[config.mk]
export PLATFORM = sky130hd
export DESIGN_NAME = sensor_pwr_seq
export DESIGN_NICKNAME = d
export VERILOG_FILES = /design/src/rtl/sps_pkg.sv /design/src/rtl/sps_rst_sync.sv /design/src/rtl/sps_cycle_timer.sv /design/src/rtl/sps_out_decode.sv /design/src/rtl/sensor_pwr_seq.sv
export SDC_FILE = /design/constraint.sdc
export NUM_CORES = 1
export LEC_CHECK = 0
export ABC_AREA = 0
export BUFFER_PORTS_ARGS = -buffer_cell sky130_fd_sc_hd__buf_4
export CAP_MARGIN = 20
export CORE_MARGIN = 2
export CORE_UTILIZATION = 35
export CTS_CLUSTER_DIAMETER = 30
export DETAILED_ROUTE_END_ITERATION = 8
export SYNTH_ARGS = -nofsm -noshare
export SYNTH_HDL_FRONTEND = slang
export SYNTH_SLANG_ARGS = --single-unit
[constraint.sdc]
create_clock -name clk -period 0.85 [get_ports clk]
set_clock_uncertainty 0.1 [all_clocks]
set_input_delay 0.0425 -clock clk [delete_from_list [all_inputs] [get_ports clk]]
set_output_delay 0.0425 -clock clk [all_outputs]
set_load 0.01 [all_outputs]
[src/rtl/sps_pkg.sv]
package sps_pkg;

  typedef enum logic [2:0] {
    ST_HW_STBY    = 3'd0,
    ST_POR_WAIT   = 3'd1,
    ST_INIT       = 3'd2,
    ST_SOFT_STBY  = 3'd3,
    ST_PLL_LOCK   = 3'd4,
    ST_STREAM     = 3'd5,
    ST_FRAME_WAIT = 3'd6
  } pwr_state_t;

  // PLL clock drives the array only while a frame can be running
  function automatic logic clk_live(input pwr_state_t s);
    return (s == ST_STREAM) || (s == ST_FRAME_WAIT);
  endfunction

  // states reached only once power-on initialization has begun
  function automatic logic post_por(input pwr_state_t s);
    return (s != ST_HW_STBY) && (s != ST_POR_WAIT);
  endfunction

endpackage

[src/rtl/sps_rst_sync.sv]
module sps_rst_sync (
  input  logic clk,
  input  logic arst_n,
  output logic rst_n
);
  logic [1:0] sync_q;

  always_ff @(posedge clk or negedge arst_n) begin
    if (!arst_n) sync_q <= 2'b00;
    else         sync_q <= {sync_q[0], 1'b1};
  end

  assign rst_n = sync_q[1];
endmodule

[src/rtl/sps_cycle_timer.sv]
module sps_cycle_timer #(
  parameter int CW = 10
) (
  input  logic          clk,
  input  logic          rst_n,
  input  logic          run,
  input  logic          clr,
  input  logic [CW-1:0] limit,
  output logic [CW-1:0] cnt,
  output logic          last
);
  logic cnt_en;

  assign last   = run && (cnt == (limit - 1'b1));
  assign cnt_en = run && !clr && !last;

  always_ff @(posedge clk or negedge rst_n) begin
    if (!rst_n)            cnt <= '0;
    else if (clr || !run)  cnt <= '0;
    else if (cnt_en)       cnt <= cnt + 1'b1;
  end
endmodule

[src/rtl/sps_out_decode.sv]
module sps_out_decode
  import sps_pkg::*;
(
  input  pwr_state_t st,
  output logic       rd_ack_ok,
  output logic       vco_en,
  output logic       pll_bypass
);
  always_comb begin
    rd_ack_ok  = post_por(st) && (st != ST_INIT);
    vco_en     = (st == ST_PLL_LOCK) || clk_live(st);
    pll_bypass = !clk_live(st);
  end
endmodule

[src/rtl/sensor_pwr_seq.sv]
module sensor_pwr_seq
  import sps_pkg::*;
#(
  parameter int INIT_CYCLES = 700,
  parameter int LOCK_CYCLES = 6750
) (
  input  logic       clk,
  input  logic       rst_pin_n,
  input  logic       por_done,
  input  logic       stream_req,
  input  logic       sw_reset_wr,
  input  logic       frame_end,
  output logic [2:0] state_o,
  output logic       rd_ack_ok,
  output logic       pll_bypass,
  output logic       vco_en,
  output logic       frame_abort
);
  localparam int MAX_CYC = (INIT_CYCLES > LOCK_CYCLES) ? INIT_CYCLES : LOCK_CYCLES;
  localparam int CW      = $clog2(MAX_CYC + 1);

  logic          rst_n;
  pwr_state_t    state_q, state_d;
  logic          sw_hit, abort_d, abort_q;
  logic          tmr_run, tmr_clr, tmr_last;
  logic [CW-1:0] tmr_cnt, tmr_limit;

  sps_rst_sync u_rst_sync (
    .clk    (clk),
    .arst_n (rst_pin_n),
    .rst_n  (rst_n)
  );

  assign sw_hit  = sw_reset_wr && post_por(state_q);
  assign abort_d = sw_hit && clk_live(state_q);

  // next-state logic
  always_comb begin
    state_d = state_q;
    if (sw_hit) begin
      state_d = ST_INIT;
    end else begin
      case (state_q)
        ST_HW_STBY:    state_d = ST_POR_WAIT;
        ST_POR_WAIT:   if (por_done)    state_d = ST_INIT;
        ST_INIT:       if (tmr_last)    state_d = ST_SOFT_STBY;
        ST_SOFT_STBY:  if (stream_req)  state_d = ST_PLL_LOCK;
        ST_PLL_LOCK:   if (tmr_last)    state_d = ST_STREAM;
        ST_STREAM:     if (!stream_req) state_d = ST_FRAME_WAIT;
        ST_FRAME_WAIT: if (frame_end)   state_d = ST_SOFT_STBY;
        default:                        state_d = ST_HW_STBY;
      endcase
    end
  end

  assign tmr_run   = (state_q == ST_INIT) || (state_q == ST_PLL_LOCK);
  assign tmr_clr   = (state_d != state_q) || sw_hit;
  assign tmr_limit = (state_q == ST_INIT) ? CW'(INIT_CYCLES) : CW'(LOCK_CYCLES);

  sps_cycle_timer #(.CW(CW)) u_timer (
    .clk   (clk),
    .rst_n (rst_n),
    .run   (tmr_run),
    .clr   (tmr_clr),
    .limit (tmr_limit),
    .cnt   (tmr_cnt),
    .last  (tmr_last)
  );

  // state registers
  always_ff @(posedge clk or negedge rst_n) begin
    if (!rst_n) begin
      state_q <= ST_HW_STBY;
      abort_q <= 1'b0;
    end else begin
      state_q <= state_d;
      abort_q <= abort_d;
    end
  end

  sps_out_decode u_decode (
    .st         (state_q),
    .rd_ack_ok  (rd_ack_ok),
    .vco_en     (vco_en),
    .pll_bypass (pll_bypass)
  );

  assign state_o     = state_q;
  assign frame_abort = abort_q;

  // ---------------- assertions ----------------
  assert_init_leave_R2: assert property (@(posedge clk) disable iff (!rst_n)
    (state_q == ST_INIT && $past(state_q) == ST_POR_WAIT) |-> $past(por_done))
    else $error("init entered without power-on timeout");

  assert_init_len_R4: assert property (@(posedge clk) disable iff (!rst_n)
    (state_q == ST_SOFT_STBY && $past(state_q) == ST_INIT) |-> ($past(tmr_cnt) == CW'(INIT_CYCLES - 1)))
    else $error("initialization length wrong");

  assert_lock_len_R6: assert property (@(posedge clk) disable iff (!rst_n)
    (state_q == ST_STREAM && $past(state_q) == ST_PLL_LOCK) |-> ($past(tmr_cnt) == CW'(LOCK_CYCLES - 1)))
    else $error("lock length wrong");

  assert_rdack_rise_R5: assert property (@(posedge clk) disable iff (!rst_n)
    $rose(rd_ack_ok) |-> ($past(state_q) == ST_INIT))
    else $error("read acknowledge enabled outside init completion");

  assert_pll_switch_R8: assert property (@(posedge clk) disable iff (!rst_n)
    $fell(pll_bypass) |-> ($past(state_q) == ST_PLL_LOCK && $past(vco_en)))
    else $error("PLL output selected without a lock interval");

  assert_abort_pulse_R10: assert property (@(posedge clk) disable iff (!rst_n)
    frame_abort |=> !frame_abort)
    else $error("abort pulse longer than one cycle");

  assert_abort_cause_R9: assert property (@(posedge clk) disable iff (!rst_n)
    frame_abort |-> (state_q == ST_INIT && $past(sw_reset_wr)))
    else $error("abort without soft reset");

endmodule

==> results.cfg <==
[outcome]
outcome = finished with violations
violations = hold timing, setup timing

[yosys]
synth_cells = 104
syn_nets = 111
synthArstFlopShare_pct = 100
ys_seq_elements = 19
ys_seq_area_share_pct = 46.2
synth_area_mm2 = 0.00103
syn_area_per_cell_um2 = 9.90
synth_top_cell_by_area = dfrtp_1
yosys_warnings = 0
synth.distinct_cells = 37
yosys.area.top_type_share_pct = 46.2
synth_edf_count = 0
synthFlopType = dfrtp_1
synth_top_cells_by_area = dfrtp_1, xor2_1, nor3_1

[clock_tree]
cts_max_path_buffers = 2
clk_pin_slew_ns = 0.12
clkLatencyLatePin_ns = 0.31
cts_buffers = 3
tritoncts = done
cts_hold_buf = 3
cts_sinks = 19
htree_levels = 1
root_buffer = clkbuf_4

[global_route]
grt_pass1_vias = 1058
antenna_found_initial = 0
grt_max_degree = 18
grt_overflow = 0
grt_pass1_wl_um = 4800
groute.usage.overall_pct = 18.4

[detailed_routing]
wl_per_cell_um = 15.1
drt_wl_total_um = 2870
drtIter0Drc = 20
drc_errors = 0
dr_total_vias = 1005
dr.pass1.iters = 4
via_per_inst = 5.29
antenna_left = 0

[worst_setup_path]
path_class = reg2reg
critPathCaptureType = flop
critical_path_arrival_ns = 1.72
critical_path.cell_chain = nand3_2 -> or4b_4 -> a21oi_4 -> buf_6 -> o21a_1
cpPeakStageDelay_ns = 0.50
critical_path_peak_fanout = 7
crit_required_ns = 1.00
crit_slowest_cell = or4b_4
worstSetupStartpointType = flop
path_buf_inv = 1
cp_top_family = simple AND/OR/NAND/NOR gates

[final_layout]
final-seq-area_um2 = 479
syn2layout_area_growth_pct = 69.9
final_layout_size_suffix_gt1_share_pct = 57.9
nFillCells = 204
fin_nets = 167
antenna_cells = 0
multi_input_area_um2 = 697

[pwr]
leakage_nw = 0.764
total_power_mw = 1.64
irDropWorstVdd_v = 0.00105
cellPowerDensity_mw_per_mm2 = 939

[placement]
dpl.hpwl_um = 1900
place_congestion = 0.839
port_buffers = 12

[sta]
finalSetupTns_ns = -13.73
period_share_pct = 185
setup_viol = 24
fin_ws_ns = -0.720
fmax_mhz = 637
grt_setup_unrepaired = true
whs_ns = -0.00959
slew_viol_final = 0
hold_viol_final = 1
min_period_ns = 1.57

[min_path]
min-delay-path-class = in2reg

[floorplanning]
rows = 19
core_mm2 = 0.00278
initial_core_util_pct = 37.0
die_area_mm2 = 0.00339
num_io_pins = 13
fp.dieW_um = 58.2
die_h_um = 58.2

[flow_run]
cap_viol_max_count = 0
-- metal layers --
metal,track usage [%],part of all wire (%)
met3,4.46,4.3
met2,31.3,52
met5,0,0
met4,4.65,1.2
met1,23.5,43
-- path summary, 6_finish.rpt --
path	slack [ns]	depth (start not counted)	from	to
worst max-delay path	-0.72	5	u_timer.cnt[0]$_DFFE_PN0P_	state_o[0]$_DFF_PN0_
worst max register to register	-0.72	5	u_timer.cnt[0]$_DFFE_PN0P_	state_o[0]$_DFF_PN0_
worst min register to register	0.09	1	u_rst_sync.sync_q[1]$_DFF_PN0_	u_timer.cnt[2]$_DFFE_PN0P_
min in group asynchronous	0.09	1	u_rst_sync.sync_q[1]$_DFF_PN0_	u_timer.cnt[2]$_DFFE_PN0P_
worst min-delay path	-0.01	4	sw_reset_wr	u_timer.cnt[1]$_DFFE_PN0P_
max in group asynchronous	0.06	3	rst_pin_n	u_rst_sync.sync_q[0]$_DFF_PN0_
-- placed cells by master, fill, tap and decap left out, types with 2 or more instances in the layout --
cell type / count
nand4_1: 3
nor3_2: 8
nor3_1: 4
a21oi_1: 3
dfrtp_1: 16
nand3_1: 3
xor2_1: 6
dlygate4sd3_1: 3
buf_4: 34
clkbuf_4: 3
inv_1: 3
nor2_2: 2
nor4b_2: 2
dfrtp_2: 3
nand3_2: 2
nand2_1: 7
a22oi_1: 2
xnor2_1: 5
buf_6: 18
nor2_1: 3
-- where the power goes --
group | total [mW] | switching [mW] | internal, mW | leakage, nW
registers | 0.938 | 0.0167 | 0.921 | 0.249
logic | 0.211 | 0.0962 | 0.114 | 0.500
clock network | 0.494 | 0.315 | 0.179 | 0.0139
total | 1.64 | 0.428 | 1.21 | 0.764
-- cell type report --
type	count	area share, %
clock inverter	1	0.429
clock buffer	3	1.29
multi-input combinational	77	39.8
tap	31	2.22
sequential	19	27.4
inverter	3	0.644
timing repair buffer	56	28.2
-- synthesized netlist by cell type, drive strengths merged, types with 3 or more instances --
master	instances
a21oi	4
buf	4
dfrtp	19
inv	3
nand2	8
nand3	6
nand4	3
nor2	5
nor3	12
nor4b	3
o21ai	3
xnor2	5
xor2	7
-- through the flow --
stage | setup WS [ns] | cells | cell area, µm² | hold WS [ns] | utilization, %
after global routing | -0.793 | 190 | 1750 | -0.00556 | 62.9
after global placement | -0.694 | 177 | 1430 | -0.276 | 51.6
after floorplan | -0.698 | 104 | 1100 | -0.353 | -
final | -0.720 | 190 | 1750 | -0.00959 | 62.9
after detailed placement | -0.716 | 177 | 1430 | -0.274 | 51.6
after CTS | -0.698 | 187 | 1630 | -0.0483 | 58.7
-- registers in the layout, indices dropped and copies added, names as in the netlist --
register	flops
u_timer.cnt	13
state_o	3
u_rst_sync.sync_q	2
frame_abort	1
-- worst reg2reg max path, delay by kind of cell, from the launching register on --
family | cells | cell delay (ns)
buf+inv | 1 | 0.16
simple gates | 2 | 0.60
compound gates | 2 | 0.28
flops | 1 | 0.39
-- cells by family after synthesis --
| logic type | synth area share, % |
|---|---|
| AO/OA/AOI/OAI | 9.23 |
| adder cells (fa/ha/maj) | 1.21 |
| buffers and inverters | 4.86 |
| AND/OR/NAND/NOR | 27.9 |
| XOR/XNOR | 10.2 |
| flip-flops | 46.2 |
| other | 0.364 |
-- timing repair --
item / in CTS / in global routing
setup buffers: 2 / 4
pin swaps: 8 / 13
hold endpoints to repair: 5 / 1
cloned: 1 / 0
resized for setup: 30 / 17
setup endpoints to repair: 24 / 24
(Power assumes the default switching activity.)
